## src/rtl/usb_pkt_pkg.sv

```systemverilog
package usb_pkt_pkg;

  typedef enum logic [2:0] {
    ST_IDLE,
    ST_ARM,
    ST_DATA,
    ST_SE0,
    ST_J,
    ST_GAP
  } tx_state_e;

  // sync pattern, bit 0 leaves first: 0,0,0,1
  localparam logic [3:0] SYNC_SEQ  = 4'b1000;
  localparam logic [4:0] CRC5_POLY = 5'b00101;

endpackage

```

## src/rtl/pkt_crc5.sv

```systemverilog
module pkt_crc5 #(
  parameter int          DATA_W = 23,
  parameter int          CRC_W  = 5,
  parameter logic [CRC_W-1:0] POLY = 5'b00101
) (
  input  logic [DATA_W-1:0] data_i,
  output logic [CRC_W-1:0]  crc_o
);

  logic [CRC_W-1:0] chain [DATA_W+1];

  assign chain[0] = '1;

  for (genvar i = 0; i < DATA_W; i++) begin : g_stage
    logic fb;
    assign fb = chain[i][CRC_W-1] ^ data_i[i];
    assign chain[i+1] = {chain[i][CRC_W-2:0], 1'b0} ^ (fb ? POLY : '0);
  end

  assign crc_o = chain[DATA_W];

endmodule

```

## src/rtl/pkt_framer.sv

```systemverilog
module pkt_framer import usb_pkt_pkg::*; #(
  parameter int NUM_W   = 3,
  parameter int ADDR_W  = 4,
  parameter int FIELD_W = 16,
  parameter int CRC_W   = 5,
  localparam int SYNC_W = 4,
  localparam int BODY_W = NUM_W + ADDR_W + FIELD_W,
  localparam int PKT_W  = SYNC_W + BODY_W + CRC_W
) (
  input  logic [NUM_W-1:0]   num_i,
  input  logic [ADDR_W-1:0]  addr_i,
  input  logic [FIELD_W-1:0] field_i,
  output logic [PKT_W-1:0]   frame_o
);

  logic [BODY_W-1:0] body;
  logic [CRC_W-1:0]  crc;
  logic [CRC_W-1:0]  crc_tx;

  assign body = {field_i, addr_i, num_i};

  pkt_crc5 #(
    .DATA_W (BODY_W),
    .CRC_W  (CRC_W),
    .POLY   (CRC5_POLY)
  ) u_crc (
    .data_i (body),
    .crc_o  (crc)
  );

  // complemented, top register bit leaves first
  for (genvar i = 0; i < CRC_W; i++) begin : g_crc_rev
    assign crc_tx[i] = ~crc[CRC_W-1-i];
  end

  assign frame_o = {crc_tx, body, SYNC_SEQ};

endmodule

```

## src/rtl/pkt_nrzi_stuff.sv

```systemverilog
module pkt_nrzi_stuff #(
  parameter int  RUN_MAX = 6,
  localparam int RUN_W   = $clog2(RUN_MAX + 1)
) (
  input  logic clk_i,
  input  logic rst_ni,
  input  logic clear_i,
  input  logic step_i,
  input  logic bit_i,
  output logic stuff_o,
  output logic line_o
);

  logic             line_q;
  logic [RUN_W-1:0] run_q;

  assign stuff_o = (run_q == RUN_W'(RUN_MAX));
  assign line_o  = line_q;

  always_ff @(posedge clk_i or negedge rst_ni) begin
    if (!rst_ni) begin
      line_q <= 1'b1;
      run_q  <= '0;
    end else if (clear_i) begin
      line_q <= 1'b1;
      run_q  <= '0;
    end else if (step_i) begin
      if (stuff_o || !bit_i) begin
        line_q <= ~line_q;
        run_q  <= '0;
      end else begin
        run_q  <= run_q + 1'b1;
      end
    end
  end

endmodule

```

## src/rtl/usb_pkt_tx.sv

```systemverilog
module usb_pkt_tx import usb_pkt_pkg::*; #(
  parameter int NUM_W     = 3,
  parameter int ADDR_W    = 4,
  parameter int FIELD_W   = 16,
  parameter int CRC_W     = 5,
  parameter int STUFF_RUN = 6,
  parameter int EOP_SE0   = 2,
  parameter int GAP_BITS  = 2
) (
  input  logic               clk_i,
  input  logic               rst_ni,
  input  logic               start_i,
  input  logic [NUM_W-1:0]   pkt_num_i,
  input  logic [ADDR_W-1:0]  addr_i,
  input  logic [FIELD_W-1:0] field_i,
  input  logic               bit_en_i,
  output logic               busy_o,
  output logic               done_o,
  output logic               dp_o,
  output logic               dm_o,
  output logic               oe_o
);

  localparam int PKT_W    = 4 + NUM_W + ADDR_W + FIELD_W + CRC_W;
  localparam int CNT_W    = $clog2(PKT_W + 1);
  localparam int TICK_MAX = (EOP_SE0 > GAP_BITS) ? EOP_SE0 : GAP_BITS;
  localparam int TICK_W   = $clog2(TICK_MAX + 1);

  tx_state_e          state_q, state_d;
  logic [PKT_W-1:0]   frame, shreg_q;
  logic [CNT_W-1:0]   cnt_q;
  logic [TICK_W-1:0]  tick_q;
  logic               done_q;
  logic               sending, stuff, line, frame_end, enc_step;

  pkt_framer #(
    .NUM_W   (NUM_W),
    .ADDR_W  (ADDR_W),
    .FIELD_W (FIELD_W),
    .CRC_W   (CRC_W)
  ) u_framer (
    .num_i   (pkt_num_i),
    .addr_i  (addr_i),
    .field_i (field_i),
    .frame_o (frame)
  );

  assign sending   = (state_q == ST_ARM) || (state_q == ST_DATA);
  assign frame_end = (cnt_q == CNT_W'(PKT_W)) && !stuff;
  assign enc_step  = sending && bit_en_i && !frame_end;

  pkt_nrzi_stuff #(
    .RUN_MAX (STUFF_RUN)
  ) u_enc (
    .clk_i   (clk_i),
    .rst_ni  (rst_ni),
    .clear_i (state_q == ST_IDLE),
    .step_i  (enc_step),
    .bit_i   (shreg_q[0]),
    .stuff_o (stuff),
    .line_o  (line)
  );

  always_comb begin
    state_d = state_q;
    unique case (state_q)
      ST_IDLE: if (start_i) state_d = ST_ARM;
      ST_ARM,
      ST_DATA: if (bit_en_i) state_d = frame_end ? ST_SE0 : ST_DATA;
      ST_SE0:  if (bit_en_i && tick_q == TICK_W'(EOP_SE0 - 1)) state_d = ST_J;
      ST_J:    if (bit_en_i) state_d = ST_GAP;
      ST_GAP:  if (bit_en_i && tick_q == TICK_W'(GAP_BITS - 1)) state_d = ST_IDLE;
      default: state_d = ST_IDLE;
    endcase
  end

  always_ff @(posedge clk_i or negedge rst_ni) begin
    if (!rst_ni) begin
      state_q <= ST_IDLE;
      shreg_q <= '0;
      cnt_q   <= '0;
      tick_q  <= '0;
      done_q  <= 1'b0;
    end else begin
      state_q <= state_d;
      done_q  <= (state_q == ST_J) && bit_en_i;
      if (state_q == ST_IDLE && start_i) begin
        shreg_q <= frame;
        cnt_q   <= '0;
      end else if (enc_step && !stuff) begin
        shreg_q <= shreg_q >> 1;
        cnt_q   <= cnt_q + 1'b1;
      end
      if (state_d != state_q) begin
        tick_q <= '0;
      end else if (bit_en_i && (state_q == ST_SE0 || state_q == ST_GAP)) begin
        tick_q <= tick_q + 1'b1;
      end
    end
  end

  always_comb begin
    unique case (state_q)
      ST_DATA: begin oe_o = 1'b1; dp_o = line; dm_o = ~line; end
      ST_SE0:  begin oe_o = 1'b1; dp_o = 1'b0; dm_o = 1'b0;  end
      ST_J:    begin oe_o = 1'b1; dp_o = 1'b1; dm_o = 1'b0;  end
      default: begin oe_o = 1'b0; dp_o = 1'b1; dm_o = 1'b0;  end
    endcase
  end

  assign busy_o = (state_q != ST_IDLE);
  assign done_o = done_q;

endmodule

```

## config.mk

```make
export PLATFORM = sky130hd
export DESIGN_NAME = usb_pkt_tx
export DESIGN_NICKNAME = d
export VERILOG_FILES = /design/src/rtl/usb_pkt_pkg.sv /design/src/rtl/pkt_crc5.sv /design/src/rtl/pkt_framer.sv /design/src/rtl/pkt_nrzi_stuff.sv /design/src/rtl/usb_pkt_tx.sv
export SDC_FILE = /design/constraint.sdc
export NUM_CORES = 1
export LEC_CHECK = 0
export BUFFER_PORTS_ARGS = -buffer_cell sky130_fd_sc_hd__buf_4
export CAP_MARGIN = 25
export CORE_AREA = 2 2 81 75
export DETAILED_ROUTE_END_ITERATION = 8
export DIE_AREA = 0 0 83 77
export GPL_ROUTABILITY_DRIVEN = 0
export PLACE_DENSITY_LB_ADDON = 0.25
export SETUP_SLACK_MARGIN = 0.15
export SKIP_CTS_REPAIR_TIMING = 1
export SLEW_MARGIN = 10
export SYNTH_ARGS = -nofsm -noshare
export SYNTH_HDL_FRONTEND = slang
export SYNTH_SLANG_ARGS = --single-unit
```

## constraint.sdc

```tcl
create_clock -name clk_i -period 2.1 [get_ports clk_i]
set_clock_uncertainty 0.1 [all_clocks]
set_input_delay 0.63 -clock clk_i [delete_from_list [all_inputs] [get_ports clk_i]]
set_output_delay 0.63 -clock clk_i [all_outputs]
set_load 0.01 [all_outputs]
```

Yosys cells after proc, flatten, opt, wreduce, memory -nomap -nowiden
Index checks and enable logic that the tools add are counted.

Muxes and demuxes: 45. Add/sub/neg operators: 3. Reduce and logical (&&, ||, !) cells: 23. Equal/unequal tests: 9. Bitwise gates (word level): 51.

Operators by type and width (number): XOR 5 x 3 -> 5 bit (22); two-way mux 3 bit (31); two-way mux 32 bit (2); XOR 1 bit (22); one-hot mux 3 bit (5 select lines) (1); two-way mux 6 bit (2); equality test 3 bit (second input constant) (3); logical AND 1 bit (8); nonzero test 2 bit (4); adder 6 x 1 -> 6 bit (second input constant) (1); equality test 3 x 2 -> 1 bit (second input constant) (2); equality test 6 bit (second input constant) (1); two-way mux 1 bit (6); NOT 1 bit (6); two-way mux 2 bit (2); NOT 2 -> 4 bit (1); adder 3 x 1 -> 3 bit (second input constant) (1); equality test 3 x 1 -> 1 bit (second input constant) (1); logical NOT 1 bit (3); logical NOT 3 bit (1); logical OR 1 bit (3); != test 3 bit (1); nonzero test 3 bit (1); OR reduction 3 bit (1); other kinds (5) (5).

Flip-flop bits (word level): 48. Logic and storage cells: 138. Input port bits: 27. Output and inout bits: 5.

Logic depth before layout (Yosys ltp)
Gate-level depths: netlist (run 1).

Depth after elaboration: 70. Gate-level depth with buffers: 9.

Hierarchy
Synthesis (run 1) repeated with hierarchy kept, for this count alone.

Cell total of the unflattened synthesis: 356. Area, all modules: 3294.4 um2.

By module, submodules not included: usb_pkt_tx (sequential area each 1101.1 um2, area an instance 2367.3 um2, instances 1, cells each 261); pkt_crc5 (sequential area each 0.0 um2, area an instance 459.2 um2, instances 1, cells each 38); pkt_nrzi_stuff (sequential area each 101.3 um2, area an instance 239.0 um2, instances 1, cells each 23); pkt_framer (sequential area each 0.0 um2, area an instance 229.0 um2, instances 1, cells each 34).

Worst setup path after synthesis (run 1)
Ideal clock, no wire load.

Kind: input to register. Start point: input pkt_num_i[2]. End point: register shreg_q[31]. Stages: 5. Arrival: 2.146 ns. Required time: 1.917 ns. Path buffers: 0. Setup slack: -0.229 ns. Library setup time: 0.083 ns. Path through: xnor2_1 xnor3_2 xnor3_2 xnor3_1 o22ai_2.

Longest elaborated chain between the ends: 37. Elaborated cells between the ends (all ways): 49. Classes of those cells: 14 x mux; 35 x bitwise.

RTL lines: start, declared (line usb_pkt_tx.sv:13) `input logic [NUM_W-1:0] pkt_num_i,`; XOR 1 bit (*) (line pkt_crc5.sv:16) `assign fb = chain[i][CRC_W-1] ^ data_i[i];`; two-way mux 3 bit (*) (line pkt_crc5.sv:17) `assign chain[i+1] = {chain[i][CRC_W-2:0], 1'b0} ^ (fb ? POLY : '0);`; XOR 5 x 3 -> 5 bit (*) (3 in series) (line pkt_crc5.sv:17); XOR 1 bit / XOR 5 x 3 -> 5 bit (equally long branches) (line pkt_crc5.sv:16, pkt_crc5.sv:17); two-way mux 3 bit / XOR 5 x 3 -> 5 bit (equally long branches) (line pkt_crc5.sv:17); XOR 5 x 3 -> 5 bit (*) (3 in series) (line pkt_crc5.sv:17); XOR 1 bit / XOR 5 x 3 -> 5 bit (equally long branches) (line pkt_crc5.sv:16, pkt_crc5.sv:17); two-way mux 3 bit / XOR 5 x 3 -> 5 bit (equally long branches) (line pkt_crc5.sv:17); [13 not listed]; XOR 1 bit / XOR 5 x 3 -> 5 bit (equally long branches) (line pkt_crc5.sv:16, pkt_crc5.sv:17); two-way mux 3 bit / XOR 5 x 3 -> 5 bit (equally long branches) (line pkt_crc5.sv:17); XOR 5 x 3 -> 5 bit (*) (5 in series) (line pkt_crc5.sv:17); XOR 1 bit (*) (line pkt_crc5.sv:16); two-way mux 3 bit (*) (line pkt_crc5.sv:17); XOR 5 x 3 -> 5 bit (*) (line pkt_crc5.sv:17); NOT 1 bit (*) (line pkt_framer.sv:33) `assign crc_tx[i] = ~crc[CRC_W-1-i];`; two-way mux 32 bit (*) (line usb_pkt_tx.sv:87) `if (state_q == ST_IDLE && start_i) begin`; end signal, assigned (line usb_pkt_tx.sv:88) `shreg_q <= frame;`; end signal, assigned (line usb_pkt_tx.sv:91) `shreg_q <= shreg_q >> 1;`; end, declared (line usb_pkt_tx.sv:30) `logic [PKT_W-1:0] frame, shreg_q;`.

Every way passes the cells marked *; elsewhere a longest branch is shown, timed or not. A chain may end at the register's enable or synchronous reset.

Worst setup path after layout (run 1)
Start point: input addr_i[2]. End point: register shreg_q[30].

Longest elaborated chain between the ends: 30. Elaborated cells between the ends (all ways): 38. Classes of those cells: 10 x mux; 28 x bitwise.

RTL lines: start, declared (line usb_pkt_tx.sv:14) `input logic [ADDR_W-1:0] addr_i,`; XOR 1 bit (*) (line pkt_crc5.sv:16); two-way mux 3 bit (*) (line pkt_crc5.sv:17); XOR 5 x 3 -> 5 bit (*) (3 in series) (line pkt_crc5.sv:17); XOR 1 bit / XOR 5 x 3 -> 5 bit (equally long branches) (line pkt_crc5.sv:16, pkt_crc5.sv:17); two-way mux 3 bit / XOR 5 x 3 -> 5 bit (equally long branches) (line pkt_crc5.sv:17); XOR 5 x 3 -> 5 bit (*) (3 in series) (line pkt_crc5.sv:17); XOR 1 bit / XOR 5 x 3 -> 5 bit (equally long branches) (line pkt_crc5.sv:16, pkt_crc5.sv:17); two-way mux 3 bit / XOR 5 x 3 -> 5 bit (equally long branches) (line pkt_crc5.sv:17); XOR 5 x 3 -> 5 bit (*) (5 in series) (line pkt_crc5.sv:17); XOR 1 bit / XOR 5 x 3 -> 5 bit (equally long branches) (line pkt_crc5.sv:16, pkt_crc5.sv:17); two-way mux 3 bit / XOR 5 x 3 -> 5 bit (equally long branches) (line pkt_crc5.sv:17); XOR 5 x 3 -> 5 bit (*) (5 in series) (line pkt_crc5.sv:17); XOR 1 bit (*) (line pkt_crc5.sv:16); two-way mux 3 bit (*) (line pkt_crc5.sv:17); XOR 5 x 3 -> 5 bit (*) (2 in series) (line pkt_crc5.sv:17); NOT 1 bit (*) (line pkt_framer.sv:33); two-way mux 32 bit (*) (line usb_pkt_tx.sv:87).

Marked as above.

==> results of run 1 <==
## report_power, final
group          switching [mW]  leakage (nW)  internal [mW]  total [mW]
Sequential              0.289         0.620           1.26        1.55
Clock                   0.312        0.0510          0.263       0.576
Combinational            1.27          1.25           1.44        2.72
## metal layers
layer,part of all wire [%],vias to the layer above
met5,0,-
met4,1.2,0
met3,4.4,9
met2,47,61
met1,48,1100
li1,-,1112
## how the worst min path moves through the flow
stage / start / end / slack [ps] / cells past startpoint
floorplan: rst_ni / cnt_q[0]$_DFFE_PN0P_ / 230 / 0
global placement: shreg_q[2]$_DFFE_PN0P_ / shreg_q[1]$_DFFE_PN0P_ / 360 / 2
detailed placement: shreg_q[21]$_DFFE_PN0P_ / shreg_q[21]$_DFFE_PN0P_ / 360 / 2
CTS: rst_ni / done_o$_DFF_PN0_ / 270 / 1
global route: rst_ni / done_o$_DFF_PN0_ / 290 / 1
finish: rst_ni / done_o$_DFF_PN0_ / 240 / 1
## placed cells by master, fill, tap and decap left out, drive strengths merged, types with 3 or more instances in the layout
master  count
buf        82
or3         3
xnor3      10
clkbuf      8
ha          5
nand4       4
nand3       4
nand2      67
nor3        3
a22oi      24
o21ai      10
xnor2      26
dfrtp      47
nor2       12
a21oi       6
xor2       10
mux2i       4
inv         6
nand2b      3
## area by class of cell
type	count	area share (%)
clock buffer	6	2.068
clock inverter	2	0.2507
inverter	6	0.5641
multi-input combinational	211	46.13
sequential	48	30.15
tap	70	2.194
timing repair buffer	84	18.65
## worst max-delay path: stages
cell and delay, ps:
buf_8 90, buf_6 110, xnor2_2 110, xnor3_4 520, xnor3_2 430, xnor2_1 210
o21ai_1 80
## sequential cells by signal, indices dropped and copies added (netlist names)
register      count
done_o            1
shreg_q          32
cnt_q             6
state_q           3
u_enc.line_o      1
u_enc.run_q       3
tick_q            2
## per-stage QoR
step / power (mW) / setup slack, ps / std cells / util, % / cell area (sq um)
final: 4.839 / -17.68 / 427 / 71.77 / 3993
after global routing: 5.131 / -59.98 / 427 / 71.77 / 3993
after CTS: 3.920 / -4.909 / 404 / 60.91 / 3388
after detailed placement: 3.343 / -296.1 / 396 / 59.24 / 3296
after global placement: 3.271 / -226.8 / 396 / 59.24 / 3296
after floorplan: 2.748 / -95.45 / 279 / - / 2780
## kinds of logic after synthesis
| family | after synthesis | share of synthesized area, % |
|---|---|---|
| adder cells (fa/ha/maj) | 5 | 2.275 |
| XOR/XNOR | 46 | 20.02 |
| AND/OR/NAND/NOR | 105 | 16.79 |
| buffers and inverters | 20 | 2.775 |
| AO/OA/AOI/OAI | 50 | 12.56 |
| multiplexers | 5 | 1.865 |
| flip-flops | 48 | 43.72 |
==> impl_metrics.yaml, run 1 <==
min_path:
  hold_class: "input pin to async pin"
setup_path:
  cp-startpoint: "addr_i[2]"
  r2r_setup_slack_ps: 30
  startpoint_type: "input pin"
  cp.required_ps: 2180
  crit_type: "input pin to flip-flop"
  arrival_ps: 2200
  worstReg2RegEnd: "shreg_q[27]$_DFFE_PN0P_"
  r2r-start: "cnt_q[1]$_DFFE_PN0P_"
  cp-end-kind: "flip-flop"
  cp_max_fo: 2
  worstRegToRegCells: 8
  critical_path.endpoint: "shreg_q[30]$_DFFE_PN0P_"
logic_synthesis:
  synth_seq_cells: 48
  synthTopCellsByArea: "dfrtp_1 43%, nand2_1 9.1%, xnor2_1 8.3%"
  ys_seq_area_share_pct: 43.72
  synthTopCellsByCount: "67 x nand2_1, 47 x dfrtp_1, 26 x xnor2_1"
  synth-async-reset-ratio_pct: 100.0
  synth.avg_cell_area_sq_um: 9.857
  ys_types: 38
  synth_top_cell_by_area: "dfrtp_1"
  synth_most_common_cell: "nand2_1"
  synth-edff-count: 0
  synthFlopType: "dfrtp_1"
  synth_cells: 279
  syn_nets: 311
  ys_warn_count: 0
  yosysTopAreaCellShare_pct: 42.77
  netlist_area_sq_um: 2750
clocking:
  clk_latency_ps: 300
  cts_tree: "built"
  clockBufferDepth: 2
  clkTransAtPathRegs_ps: 90
  cts_buffers: 5
  clkSinkCount: 48
  cts_root_buffer: "clkbuf_8"
  htreeDepth: 2
outcome:
  status: "finished with violations"
  violations: "negative setup slack"
flow_run:
  cap_violations: 0
placement:
  numPortBuffers: 31
  dp_hpwl_mm: 4.080
global_routing:
  met2_usage_pct: 29.84
  grt-ovfl-total: 0
  antenna_found_initial: 0
  grt_max_degree: 49
  grt.total_usage_pct: 19.08
  grt_pass1_vias: 2217
  grtUsageMet3_pct: 3.660
  top_usage_layer: "met2"
  grt_pass1_wl_mm: 9.922
  grtUsageMet1_pct: 26.80
layout:
  final_nets: 388
  multiInputGateArea_sq_um: 1842
  antenna_cells: 0
  n_fill_cell: 365
  layout-drive-gt1-share_pct: 46.22
  regArea_sq_um: 1204
  area_delta_synth_final_pct: 45.18
floorplanning:
  start_util_pct: 49.44
  num_rows: 26
  die_h_microns: 77
  coreArea_sq_um: 5563
  die_area_sq_um: 6391
  die_w_microns: 83
  io_pins: 32
pwr:
  power.density_nw_per_um2: 1212
  leakage_nw: 1.922
  ir_drop_mv: 0.6321
timing:
  post-route-min-period_ps: 2118
  min_period_over_period_pct: 100.8
  timing.setup.tns_ps: -17.68
  rsz0062_at_grt: "yes"
  maxSlewViolCount: 0
  hold_viol_final: 0
  tightestPinTransition_ps: 616.7
  setup_violations: 1
  max_freq_mhz: 472.2
  hold-worst-slack_ps: 241.4
  slew_headroom_pct: 58.88
  worst_slack_ps: -17.68
detailed_routing:
  drt_iter0_drc: 140
  routedWlPerCell_microns: 15.87
  drt_wl_total_mm: 6.776
  drc: 0
  vias: 2282
  dr.pass1.iters: 4
  ant_nets: 0
  via_per_inst: 5.344
Note: power is estimated with default switching activity, not from simulation.
==> run 2: changes to the inputs <==
Settings changed: MAX_ROUTING_LAYER set to met4.
==> impl_metrics.yaml, run 2 (synthesis gave the netlist of run 1 again) <==
placement:
  dp_slack_ps: -296.1
  place_area_sq_um: 3296
  dp_hpwl_mm: 4.080
  numPortBuffers: 31
outcome:
  violations: "negative setup slack"
  status: "finished with violations"
pwr:
  power.density_nw_per_um2: 1216
  ir_drop_mv: 0.6040
  leakage_nw: 1.915
detailed_routing:
  routedWlPerCell_microns: 15.87
  drt_wl_total_mm: 6.744
  via_per_inst: 5.344
  dr.pass1.iters: 4
  drc: 0
  vias: 2271
  drt_iter0_drc: 83
  ant_nets: 0
timing:
  hold-worst-slack_ps: 246.9
  tightestPinTransition_ps: 628.7
  post-route-min-period_ps: 2118
  min_period_over_period_pct: 100.8
  worst_slack_ps: -17.59
  setup_violations: 1
  slew_headroom_pct: 58.08
  max_freq_mhz: 472.2
  rsz0062_at_grt: "yes"
  hold_viol_final: 0
  maxSlewViolCount: 0
clocking:
  cts_tree: "built"
  clockBufferDepth: 2
  htreeDepth: 2
  cts_buffers: 5
  clkTransAtPathRegs_ps: 90
  clkSinkCount: 48
  cts_root_buffer: "clkbuf_8"
  clk_latency_ps: 300
layout:
  top_regs: "shreg_q: 32 flops, cnt_q: 6 flops"
  design_area_sq_um: 3989
  regMostFlops: "shreg_q"
  largest_register_ffs: 32
  final_common_cell: "buf_4"
  area_delta_synth_final_pct: 45.04
  antenna_cells: 0
  final_nets: 386
  layout-drive-gt1-share_pct: 46.48
  final_cell_mix: "64 x buf_4, 46 x dfrtp_1, 42 x nand2_1, 21 x xnor2_1, 17 x a22oi_2"
setup_path:
  cp.required_ps: 2180
  cp_max_fo: 2
  arrival_ps: 2190
  startpoint_type: "input pin"
  crit_type: "input pin to flip-flop"
  r2r_setup_slack_ps: 30
  cp-end-kind: "flip-flop"
flow_run:
  cap_violations: 0
floorplanning:
  die_h_microns: 77
  coreArea_sq_um: 5563
  start_util_pct: 49.44
  die_w_microns: 83
  die_area_sq_um: 6391
  num_rows: 26
  io_pins: 32
global_routing:
  grt.total_usage_pct: 19.65
  grt_max_degree: 49
  grt_pass1_vias: 2224
  grt_pass1_wl_mm: 9.922
  antenna_found_initial: 0
  grt-ovfl-total: 0
min_path:
  hold_class: "input pin to async pin"
[run 2: changes by cell type in the layout (fill, tap and decap cells not counted)]
cell / before / now
a22oi_1: 8 / 7
a22oi_2: 16 / 17
buf_4: 66 / 64
buf_6: 11 / 10
buf_8: 2 / 3
nand2_1: 43 / 42
nand2_2: 14 / 15
[run 2: area by class of cell]
cell class	instances	area [sq um]
flip-flops and latches	48	1204
clock buffers	6	82.58
inverters	6	22.52
repair buffers	82	733.2
clock inverters	2	10.01
fillers	363	1574
multi-input cells	211	1849
well taps	70	87.58
[run 2: worst paths after layout]
| kind | startpoint | to | cells past startpoint |
|---|---|---|---|
| min reg2reg | shreg_q[17]$_DFFE_PN0P_ | shreg_q[17]$_DFFE_PN0P_ | 2 |
| max in group asynchronous | rst_ni | state_q[2]$_DFF_PN0_ | 1 |
| min in group clk_i | shreg_q[17]$_DFFE_PN0P_ | shreg_q[17]$_DFFE_PN0P_ | 2 |
| max | addr_i[2] | shreg_q[30]$_DFFE_PN0P_ | 7 |
| min | rst_ni | done_o$_DFF_PN0_ | 1 |
| max reg2reg | cnt_q[1]$_DFFE_PN0P_ | shreg_q[27]$_DFFE_PN0P_ | 8 |
[run 2: critical path, stage by stage]
cell     delay (ps)
buf_8            90
buf_6           110
xnor2_2         110
xnor3_4         520
xnor3_2         440
xnor2_1         210
o21ai_1          80
[run 2: routing by layer]
layer / track usage [%] / up-vias / share of wire, % / wire (microns)
li1: - / 1103 / - / -
met1: 26.80 / 1116 / 46 / 3109
met2: 29.92 / 50 / 49 / 3304
met3: 3.660 / 2 / 4.4 / 295
met4: 6.393 / 0 / 0.50 / 34
met5: - / - / 0 / 0
[run 2: where the power goes]
| part | internal [mW] | leakage (nW) | switching [mW] |
|---|---|---|---|
| clock | 0.263 | 0.0510 | 0.311 |
| combinational | 1.46 | 1.24 | 1.28 |
| sequential | 1.26 | 0.620 | 0.286 |
[run 2: metrics by stage]
stage,utilization (%),setup TNS [ps],std cells,power [mW]
global route,71.70,-184.4,425,5.154
CTS,60.91,-7.403,404,3.920
floorplan,-,-149.3,279,2.748
detailed placement,59.24,-1226,396,3.343
finish,71.70,-17.59,425,4.852
global placement,59.24,-890.9,396,3.271
==> run 3: changes to the inputs <==
Settings changed: ABC_AREA set to 1, CORE_AREA 2 2 81 75 to 2 2 86 80, DIE_AREA 0 0 83 77 to 0 0 88 82, PLACE_DENSITY_LB_ADDON 0.25 to 0.05.
==> impl_metrics.yaml, run 3 <==
clocking:
  clockBufferDepth: 2
  cts_tree: "built"
  clkTransAtPathRegs_ps: 90
  clkSinkCount: 48
  clk_latency_ps: 300
  cts_root_buffer: "clkbuf_8"
  cts_buffers: 5
  htreeDepth: 2
logic_synthesis:
  synth.avg_cell_area_sq_um: 7.165
  synth-edff-count: 0
  synth-async-reset-ratio_pct: 100.0
  synth_cells: 435
  ys_warn_count: 0
  synthTopCellsByArea: "dfrtp_1 38%, nand2_1 16%, inv_1 7.7%"
  synth_top_cell_by_area: "dfrtp_1"
  yosysTopAreaCellShare_pct: 37.74
  synth_most_common_cell: "nand2_1"
  netlist_area_sq_um: 3117
  synthTopCellsByCount: "129 x nand2_1, 64 x inv_1, 47 x dfrtp_1"
  ys_types: 35
  syn_nets: 467
  synthFlopType: "dfrtp_1"
  synth_seq_cells: 48
  ys_seq_area_share_pct: 38.58
timing:
  setup_violations: 0
  hold_viol_final: 0
  maxSlewViolCount: 0
  slew_headroom_pct: 59.66
  tightestPinTransition_ps: 605.1
  min_period_over_period_pct: 98.50
  post-route-min-period_ps: 2069
  rsz0062_at_grt: "yes"
  max_freq_mhz: 483.4
setup_path:
  r2r-start: "u_enc.run_q[0]$_DFFE_PN0P_"
  cp.required_ps: 2200
  startpoint_type: "input pin"
  cp-startpoint: "pkt_num_i[1]"
  cp_max_fo: 5
  worstRegToRegCells: 12
  crit_type: "input pin to flip-flop"
  cp-end-kind: "flip-flop"
  arrival_ps: 2160
detailed_routing:
  drc: 0
  routedWlPerCell_microns: 13.23
  drt_wl_total_mm: 7.886
  drt_iter0_drc: 113
  dr.pass1.iters: 4
  via_per_inst: 4.971
  ant_nets: 0
  vias: 2963
layout:
  top_regs: "shreg_q: 32 flops, cnt_q: 6 flops"
  largest_register_ffs: 32
  regMostFlops: "shreg_q"
  area_delta_synth_final_pct: 44.20
  n_fill_cell: 505
  antenna_cells: 0
  final_common_cell: "nand2_1"
  layout-drive-gt1-share_pct: 49.01
  final_cell_mix: "77 x nand2_1, 56 x nand2_2, 56 x buf_4, 46 x dfrtp_1, 41 x inv_1"
  final_nets: 537
  utilization_pct: 70.88
floorplanning:
  coreArea_sq_um: 6341
  start_util_pct: 49.15
  num_rows: 28
  die_h_microns: 82
  io_pins: 32
  die_area_sq_um: 7216
  die_w_microns: 88
global_routing:
  grt_max_degree: 49
  grt-ovfl-total: 0
  antenna_found_initial: 0
  grt.total_usage_pct: 21.66
  grt_pass1_vias: 2684
  grt_pass1_wl_mm: 12.06
placement:
  numPortBuffers: 31
  dp_hpwl_mm: 5.440
pwr:
  power.density_nw_per_um2: 1138
  p_comb_share_pct: 55.7
  switching_share_pct: 42.06
  p_int_mw: 2.963
  leakage_nw: 2.321
  p_seq_share_pct: 30.1
  ir_drop_mv: 0.8600
  pwr-share-clk_pct: 14.3
  p_total_mw: 5.114
  power_switching_mw: 2.151
min_path:
  hold_class: "input pin to async pin"
flow_run:
  cap_violations: 0
outcome:
  status: "completed"
-- run 3: cell types whose count changed in the layout (fill, tap and decap cells not counted), moves of 17 or more --
cell and delta:
a22oi_2 -17, nand3_1 +23, inv_1 +37, nand2_2 +41, xnor2_1 -20, nand2_1 +35
nand2_4 +25, inv_2 +23
-- run 3: stage by stage --
stage	cells	instance area [sq um]	setup WS [ps]	hold slack, ps	setup TNS (ps)
6_report	596	4494	31.46	232.5	0
2_1_floorplan	435	3279	15.23	234.4	0
5_1_grt	596	4494	-140.8	277.2	-547.9
3_3_place_gp	578	3789	-351.9	363.7	-1465
4_1_cts	586	3915	-64.45	247.2	-271.5
3_5_place_dp	578	3789	-385.6	374.0	-1665
-- run 3: worst max-delay path: stages --
cell	delay, ps
buf_12	110
inv_6	60
nand2_1	50
nand2_2	110
nand2_1	100
nand3_1	90
nand2_1	70
nand2_2	120
nand2_4	90
nor2_2	150
nor2_4	60
nand2_1	70
nand2_1	50
nand2_1	60
nand2_2	80
inv_2	70
nand2_1	50
nand3_1	80
nand2_1	60
-- run 3: area by class of cell --
class | instances | area, sq um | area share [%]
timing repair buffer | 71 | 614.3 | 13.67
inverter | 77 | 349.1 | 7.767
clock buffer | 7 | 96.34 | 2.144
clock inverter | 1 | 30.03 | 0.6682
sequential | 48 | 1204 | 26.78
tap | 90 | 112.6 | 2.506
multi-input combinational | 302 | 2088 | 46.46
-- run 3: power by group through the flow --
stage	sequential, mW	combinational, mW	clock [mW]
6_report	1.54	2.85	0.729
5_1_grt	1.58	3.18	0.779
4_1_cts	1.50	2.19	0.741
3_5_place_dp	1.51	2.19	0
3_3_place_gp	1.50	2.14	0
2_1_floorplan	1.47	1.58	0
-- run 3: worst paths after layout --
path	to	slack, ps
worst max-delay path	shreg_q[29]$_DFFE_PN0P_	30
worst min-delay path	shreg_q[28]$_DFFE_PN0P_	230
worst max register to register	u_enc.run_q[2]$_DFFE_PN0P_	30
worst min register to register	shreg_q[24]$_DFFE_PN0P_	390
max in group asynchronous	state_q[2]$_DFF_PN0_	1220
min in group clk_i	shreg_q[24]$_DFFE_PN0P_	390
-- run 3: per-layer routing --
metal,up-vias,wire [microns],track usage [%]
li1,1531,-,-
met2,31,3938,34.09
met4,0,91,3.846
met3,14,163,3.417
met5,-,0,-
met1,1387,3692,30.07
-- run 3: logic make-up after synthesis --
group	share of synthesized area [%]
DFF	38.58
buffers and inverters	10.80
xor gates and xnor gates	1.405
and+or+nand+nor	35.45
adders and majority gates	2.007
AOI/OAI and AO/OA	11.76
